$ cat src/rtl/csm_pkg.sv
package csm_pkg;

   // Clock edges from sampling a pair to its product on the outputs.
   function automatic int csm_latency(input int n, input int seg);
      return 2 * n + n / seg;
   endfunction

   // Register depth that aligns an array output bit to the common cycle.
   function automatic int csm_low_depth(input int n, input int seg, input int k);
      return (n - 1 - k) + n / seg;
   endfunction

endpackage

$ cat src/rtl/csm_delay.sv
module csm_delay #(
   parameter int W = 1,
   parameter int D = 1
) (
   input  logic         clk,
   input  logic         rst_n,
   input  logic [W-1:0] din,
   output logic [W-1:0] dout
);

   if (W < 1) begin : g_bad_w
      $error("csm_delay: W must be at least 1");
   end
   if (D < 0) begin : g_bad_d
      $error("csm_delay: D must not be negative");
   end

   if (D == 0) begin : g_wire
      assign dout = din;
   end else begin : g_regs
      logic [W-1:0] stg [D];
      always_ff @(posedge clk or negedge rst_n) begin
         if (!rst_n) begin
            for (int k = 0; k < D; k++) stg[k] <= '0;
         end else begin
            stg[0] <= din;
            for (int k = 1; k < D; k++) stg[k] <= stg[k-1];
         end
      end
      assign dout = stg[D-1];
   end

endmodule

$ cat src/rtl/csm_cell.sv
module csm_cell (
   input  logic clk,
   input  logic rst_n,
   input  logic a_in,
   input  logic b_in,
   input  logic s_in,
   input  logic c_in,
   output logic a_out,
   output logic b_out,
   output logic s_out,
   output logic c_out
);

   logic s_lat;
   logic pp;
   logic sum_n;
   logic cy_n;

   assign pp    = a_in & b_in;
   assign sum_n = s_lat ^ c_in ^ pp;
   assign cy_n  = (s_lat & c_in) | (s_lat & pp) | (c_in & pp);

   always_ff @(posedge clk or negedge rst_n) begin
      if (!rst_n) begin
         a_out <= 1'b0;
         b_out <= 1'b0;
         s_lat <= 1'b0;
         s_out <= 1'b0;
         c_out <= 1'b0;
      end else begin
         a_out <= a_in;
         b_out <= b_in;
         s_lat <= s_in;
         s_out <= sum_n;
         c_out <= cy_n;
      end
   end

   // a carry can only come from accumulated state, never from the partial product alone
   p_carry_src_r2: assert property (@(posedge clk) disable iff (!rst_n)
      c_out |-> $past(s_lat | c_in));

endmodule

$ cat src/rtl/csm_array.sv
module csm_array #(
   parameter int N = 8
) (
   input  logic         clk,
   input  logic         rst_n,
   input  logic [N-1:0] a_edge,
   input  logic [N-1:0] b_edge,
   output logic [N-2:0] lo_bits,
   output logic [N-1:0] hi_sum,
   output logic [N-1:0] hi_carry
);

   logic a_q [N][N];
   logic b_q [N][N];
   logic s_q [N][N];
   logic c_q [N][N];

   for (genvar i = 0; i < N; i++) begin : g_row
      for (genvar j = 0; j < N; j++) begin : g_col
         logic a_src;
         logic b_src;
         logic s_src;
         logic c_src;

         if (i == 0) begin : g_a_top
            assign a_src = a_edge[j];
         end else begin : g_a_mid
            assign a_src = a_q[i-1][j];
         end

         if (j == N - 1) begin : g_b_edge
            assign b_src = b_edge[i];
         end else begin : g_b_mid
            assign b_src = b_q[i][j+1];
         end

         if (i == 0 || j == N - 1) begin : g_s_zero
            assign s_src = 1'b0;
         end else begin : g_s_diag
            assign s_src = s_q[i-1][j+1];
         end

         if (i == 0) begin : g_c_zero
            assign c_src = 1'b0;
         end else begin : g_c_up
            assign c_src = c_q[i-1][j];
         end

         csm_cell u_cell (
            .clk   (clk),
            .rst_n (rst_n),
            .a_in  (a_src),
            .b_in  (b_src),
            .s_in  (s_src),
            .c_in  (c_src),
            .a_out (a_q[i][j]),
            .b_out (b_q[i][j]),
            .s_out (s_q[i][j]),
            .c_out (c_q[i][j])
         );
      end
   end

   for (genvar k = 0; k < N - 1; k++) begin : g_lo
      assign lo_bits[k] = s_q[k][0];
   end

   for (genvar j = 0; j < N; j++) begin : g_hi
      assign hi_sum[j]   = s_q[N-1][j];
      assign hi_carry[j] = c_q[N-1][j];
   end

endmodule

$ cat src/rtl/csm_segadd.sv
module csm_segadd #(
   parameter int N   = 8,
   parameter int SEG = 4
) (
   input  logic         clk,
   input  logic         rst_n,
   input  logic [N-1:0] x,
   input  logic [N-1:0] y,
   output logic [N-1:0] sum
);

   localparam int NSEG = N / SEG;

   if (N % SEG != 0) begin : g_bad_seg
      $error("csm_segadd: SEG must divide N");
   end

   for (genvar s = 0; s < NSEG; s++) begin : g_seg
      logic [SEG-1:0] xs;
      logic [SEG-1:0] ys;
      logic           cin;
      logic           co_r;
      logic [SEG-1:0] r_r;

      csm_delay #(.W(SEG), .D(s)) u_dx (
         .clk(clk), .rst_n(rst_n), .din(x[s*SEG +: SEG]), .dout(xs));
      csm_delay #(.W(SEG), .D(s)) u_dy (
         .clk(clk), .rst_n(rst_n), .din(y[s*SEG +: SEG]), .dout(ys));

      if (s == 0) begin : g_cin0
         assign cin = 1'b0;
      end else begin : g_cinp
         assign cin = g_seg[s-1].co_r;
      end

      always_ff @(posedge clk or negedge rst_n) begin
         if (!rst_n) begin
            co_r <= 1'b0;
            r_r  <= '0;
         end else begin
            {co_r, r_r} <= {1'b0, xs} + {1'b0, ys} + {{SEG{1'b0}}, cin};
         end
      end

      csm_delay #(.W(SEG), .D(NSEG - 1 - s)) u_dr (
         .clk(clk), .rst_n(rst_n), .din(r_r), .dout(sum[s*SEG +: SEG]));

      if (s == NSEG - 1) begin : g_top_chk
         // a true product never carries out of its top slice
         p_top_carry_r5: assert property (@(posedge clk) disable iff (!rst_n)
            !co_r);
      end
   end

endmodule

$ cat src/rtl/csm_mult.sv
module csm_mult #(
   parameter int N   = 8,
   parameter int SEG = 4
) (
   input  logic           clk,
   input  logic           rst_n,
   input  logic           in_valid,
   input  logic [N-1:0]   op_a,
   input  logic [N-1:0]   op_b,
   output logic           out_valid,
   output logic [2*N-1:0] out_prod
);

   localparam int NSEG = N / SEG;
   localparam int LAT  = csm_pkg::csm_latency(N, SEG);
   localparam int CW   = $clog2(LAT + 1);
   localparam logic [2*N-1:0] MAXP = {{(N-1){1'b1}}, 1'b0, {(N-1){1'b0}}, 1'b1};

   // elaboration-time parameter checks
   if (N < 2) begin : g_bad_n
      $error("csm_mult: N must be at least 2");
   end
   if (SEG < 1 || SEG > N || (N % SEG) != 0) begin : g_bad_seg
      $error("csm_mult: SEG must divide N");
   end

   // Input skew: A most significant bit first, B least significant bit first.
   logic [N-1:0] a_edge;
   logic [N-1:0] b_edge;

   for (genvar j = 0; j < N; j++) begin : g_skew_a
      csm_delay #(.W(1), .D(N - j)) u_sa (
         .clk(clk), .rst_n(rst_n), .din(op_a[j]), .dout(a_edge[j]));
   end
   for (genvar i = 0; i < N; i++) begin : g_skew_b
      csm_delay #(.W(1), .D(i + 1)) u_sb (
         .clk(clk), .rst_n(rst_n), .din(op_b[i]), .dout(b_edge[i]));
   end

   logic [N-2:0] lo_bits;
   logic [N-1:0] hi_sum;
   logic [N-1:0] hi_carry;

   csm_array #(.N(N)) u_array (
      .clk      (clk),
      .rst_n    (rst_n),
      .a_edge   (a_edge),
      .b_edge   (b_edge),
      .lo_bits  (lo_bits),
      .hi_sum   (hi_sum),
      .hi_carry (hi_carry)
   );

   // Output deskew: low bits are final early and wait for the adder.
   logic [N-1:0] lo_full;
   logic [N-1:0] lo_al;
   assign lo_full = {hi_sum[0], lo_bits};

   for (genvar k = 0; k < N; k++) begin : g_deskew_lo
      csm_delay #(.W(1), .D(csm_pkg::csm_low_depth(N, SEG, k))) u_dl (
         .clk(clk), .rst_n(rst_n), .din(lo_full[k]), .dout(lo_al[k]));
   end

   logic [N-1:0] hs_al;
   logic [N-1:0] hc_al;
   assign hs_al[0] = 1'b0;

   for (genvar j = 1; j < N; j++) begin : g_deskew_hs
      csm_delay #(.W(1), .D(j)) u_dh (
         .clk(clk), .rst_n(rst_n), .din(hi_sum[j]), .dout(hs_al[j]));
   end
   for (genvar j = 0; j < N; j++) begin : g_deskew_hc
      csm_delay #(.W(1), .D(j)) u_dc (
         .clk(clk), .rst_n(rst_n), .din(hi_carry[j]), .dout(hc_al[j]));
   end

   logic [N-1:0] add_x;
   logic [N-1:0] hi_res;
   assign add_x = {1'b0, hs_al[N-1:1]};

   csm_segadd #(.N(N), .SEG(SEG)) u_final (
      .clk   (clk),
      .rst_n (rst_n),
      .x     (add_x),
      .y     (hc_al),
      .sum   (hi_res)
   );

   assign out_prod = {hi_res, lo_al};

   csm_delay #(.W(1), .D(LAT)) u_valid (
      .clk(clk), .rst_n(rst_n), .din(in_valid), .dout(out_valid));

   // Edges since reset, saturating; used by the start-up window check.
   logic [CW-1:0] since_rst;
   always_ff @(posedge clk or negedge rst_n) begin
      if (!rst_n) since_rst <= '0;
      else if (since_rst != CW'(LAT)) since_rst <= since_rst + 1'b1;
   end

   // nothing may be tagged valid before the first pair can arrive
   p_quiet_start_r1: assert property (@(posedge clk) disable iff (!rst_n)
      (since_rst < CW'(LAT)) |-> !out_valid);

   // the product never exceeds (2^N-1)^2
   p_range_r5: assert property (@(posedge clk) disable iff (!rst_n)
      out_prod <= MAXP);

endmodule

$ cat config.mk
export PLATFORM = sky130hd
export DESIGN_NAME = csm_mult
export DESIGN_NICKNAME = d
export VERILOG_FILES = /design/src/rtl/csm_pkg.sv /design/src/rtl/csm_delay.sv /design/src/rtl/csm_cell.sv /design/src/rtl/csm_array.sv /design/src/rtl/csm_segadd.sv /design/src/rtl/csm_mult.sv
export SDC_FILE = /design/constraint.sdc
export NUM_CORES = 1
export LEC_CHECK = 0
export CORE_UTILIZATION = 50
export CTS_BUF_LIST = sky130_fd_sc_hd__clkbuf_4
export DETAILED_ROUTE_END_ITERATION = 10
export GPL_ROUTABILITY_DRIVEN = 1
export PLACE_DENSITY = 0.67
export SLEW_MARGIN = 20
export SYNTH_ARGS = -nofsm -noshare
export SYNTH_HDL_FRONTEND = slang
export SYNTH_SLANG_ARGS = --single-unit
$ cat constraint.sdc
create_clock -name clk -period 3.9 [get_ports clk]
set_input_delay 0.78 -clock clk [delete_from_list [all_inputs] [get_ports clk]]
set_output_delay 0.78 -clock clk [all_outputs]
set_load 0.1 [all_outputs]
==> results.md <==
- Status: finished, final reports clean
- Tcrit/Tclk final: 0.749
- H-Tree Depth: 3
- Crit Path Max Fanout: 1
- Fraction of layout cells with a size suffix above 1: 0.174
- Root Buffer: clkbuf_4
- GP Congestion: 0.667
- Setup Skew: 0.0349 ns
- Resized cells post-CTS: 0
- # setup viols final: 0
- Synth Area in Compound Gates: 0.00258
- Setup Total Neg Slack: 0 ns
- Row count: 61
- Initial DRC Count: 217
- Average cell area after synthesis: approximately 18 µm²
- Leak pwr: 8.19 nW
- Power per cell area: 658 nW/µm²
- Layout Nets: 1,017
- Clock-pin slew on the worst setup and hold paths: 0.07 ns
- Routed wire length: between 10,000 and 15,000 µm
- Area growth syn-to-layout: 15.6%
- Commonest non-fill, non-tap cell in the layout: dfrtp_1
- Unrepaired setup endpoints after global routing: false
- Synthesized net count: about 870
- Routed len/inst: 9.89 µm
- Hold Fails Final Rpt: 0
- Fmax: about 340 MHz
- CP endpoint kind: output pin
- Final Max Slew Viols: 0
- GRT overflow: 0
- DRT Pass-1 Iters: 4
- VDD IR max: 0.000362 V
- Total track usage: 0.114
- Ys Warns: 0
- CP Buf/Inv Count: 1
- CTS tree: done
- Fin area: 16,300 µm²
- CTS Buf Count: 109
- Clock sinks: 476
- Dpl cell area: 15,000 µm²
- Post-route ant nets: 0
- Setup WS pre-CTS: between 1.5 and 2 ns
- Die area: about 29,000 µm²
- Pwr Total: 10.7 mW
- Largest family of logic cells by synthesized area: adder cells
- Post-route DRC: 0
- XOR/XNOR Fraction of Synth Area: 0.00187
- Largest buffer count on any clock path: 3
- Vias: 5,695
- Critical path data arrival time: 2.14 ns
- Crit path required time: 3.12 ns
- Mux contribution to synthesized area: 0
- Post-Synth Simple-Gate Area: 0.0219
- Antenna violations before repair: 1
- Min-Delay Path Class: input pin to async pin
- IO Pins: 36
- Vias/cell: just over 4
- Commonest non-fill, non-tap cells in the layout: 476 x dfrtp_1, 176 x inv_1, 158 x clkbuf_4
- Yosys cell types: 13
- Post-cts hold buffer count: 0
- Area of the core: about 28,000 µm²
- Initial Util: 0.508
- Setup slack after layout: 0.980 ns
- Synth Area in Adders: 0.0756
- CP startpoint kind: flop
- Worst-margin pin slew: 0.960 ns
- Sequential share of the synthesized area: 0.847
- Delay-heaviest family, CP: buffers and inverters
- Cells after Synth: between 700 and 800
- Die height: between 150 and 200 µm
- Vias in the first global route: 6,357
- Worst-Skew Late Latency: roughly 0.70 ns
- DIE WIDTH: 170 µm
- Largest net degree at the start of global routing: 114
- First-pass GRT wire length: between 20,000 and 30,000 µm
- Synth Register Bits: 476
- Number of max-cap violations: 0
- Crit-path slowest cell: clkdlybuf4s50_1
- PortBufs: 35
- Period minus WS final: just under 3 ns
- Syn Std Cell Area: 14,100 µm²
- Slew headroom: 0.358
- CP Class: flop to output pin
- CP cell instances: clkdlybuf4s50_1
- Slowest stage delay, CP: 1.12 ns
- Detailed placement HPWL: between 8000 and 9000 µm
- Postcts setup bufs: 0
[report_power, final]
part	switching (mW)	total, mW	internal [mW]
logic	0.900	1.26	0.362
clock network	1.62	3.51	1.90
registers	0.205	5.92	5.71
[final timing paths]
check / startpoint / slack, ns / endpoint / cells after the start
max: g_deskew_lo[7].u_dl.dout$_DFF_PN0_ / 0.98 / out_prod[7] / 1
min: rst_n / 0.15 / u_valid.dout$_DFF_PN0_ / 1
max reg2reg: u_final.g_seg[1].u_dy.dout[0]$_DFF_PN0_ / 2.45 / u_final.g_seg[1].r_r[1]$_DFF_PN0_ / 4
min reg2reg: u_array.g_row[4].g_col[1].u_cell.s_out$_DFF_PN0_ / 0.32 / u_array.g_row[5].g_col[0].u_cell.s_lat$_DFF_PN0_ / 0
max in group asynchronous: rst_n / 2.81 / u_array.g_row[0].g_col[1].u_cell.b_out$_DFF_PN0_ / 2
min in group clk: u_array.g_row[4].g_col[1].u_cell.s_out$_DFF_PN0_ / 0.32 / u_array.g_row[5].g_col[0].u_cell.s_lat$_DFF_PN0_ / 0
[per-layer routing]
layer  GRT usage  vias to the layer above  share of wire  wire length (µm)
met3      0.0410                       31          0.047               646
li1            -                     2628              -                 -
met1       0.122                     2933           0.39              5390
met5           0                        -              0                 0
met2       0.190                      103           0.54              7350
met4      0.0736                        0          0.022               308
[logic make-up after synthesis]
family,Yosys count
flip-flops,476
buffers and inverters,184
AND/OR/NAND/NOR,66
adder cells (fa/ha/maj),58
AO/OA/AOI/OAI,5
XOR/XNOR,3
[synthesized netlist by cell type, drive strengths merged]
cell	count	area (µm²)
and2	22	138
o21ai	1	5.00
buf	8	60.1
nand2	42	158
fa	45	901
a21o	3	22.5
dfrtp	476	11900
inv	176	661
xnor2	3	26.3
ha	13	163
nor2b	1	6.26
a21oi	1	8.76
nand2b	1	6.26
[area by class of cell]
cell class              count  area [µm²]
flip-flops and latches    476       11900
fillers                  2150       11400
multi-input cells         132        1430
clock buffers             158        1190
inverters                 176         661
repair buffers             45         493
well taps                 378         473
clock inverters            18        98.8
diodes                      1        2.50
[sequential cells by signal, summed over array words and instances, names as in the netlist]
name                              count
u_array.g_row.g_col.u_cell.s_out     64
u_array.g_row.g_col.u_cell.a_out     56
u_array.g_row.g_col.u_cell.b_out     56
u_array.g_row.g_col.u_cell.c_out     49
u_array.g_row.g_col.u_cell.s_lat     49
g_deskew_lo.u_dl.g_regs.stg          36
g_skew_a.u_sa.g_regs.stg             28
g_skew_b.u_sb.g_regs.stg             28
g_deskew_hs.u_dh.g_regs.stg          21
u_valid.g_regs.stg                   17
g_deskew_hc.u_dc.g_regs.stg          15
g_deskew_lo.u_dl.dout                 8
g_skew_a.u_sa.dout                    8
g_skew_b.u_sb.dout                    8
u_final.g_seg.r_r                     8
g_deskew_hs.u_dh.dout                 7
g_deskew_hc.u_dc.dout                 6
u_final.g_seg.u_dr.dout               4
u_final.g_seg.u_dx.dout               3
u_final.g_seg.u_dy.dout               3
u_final.g_seg.co_r                    1
u_valid.dout                          1
[stage by stage]
step	hold slack (ns)	cells	util
3_3_place_gp	0.331	1207	0.540
6_report	0.145	1384	0.587
3_5_place_dp	0.335	1207	0.540
2_1_floorplan	0.331	792	-
5_1_grt	0.127	1384	0.587
4_1_cts	0.120	1383	0.587
Power figures use the tool's default switching activity.
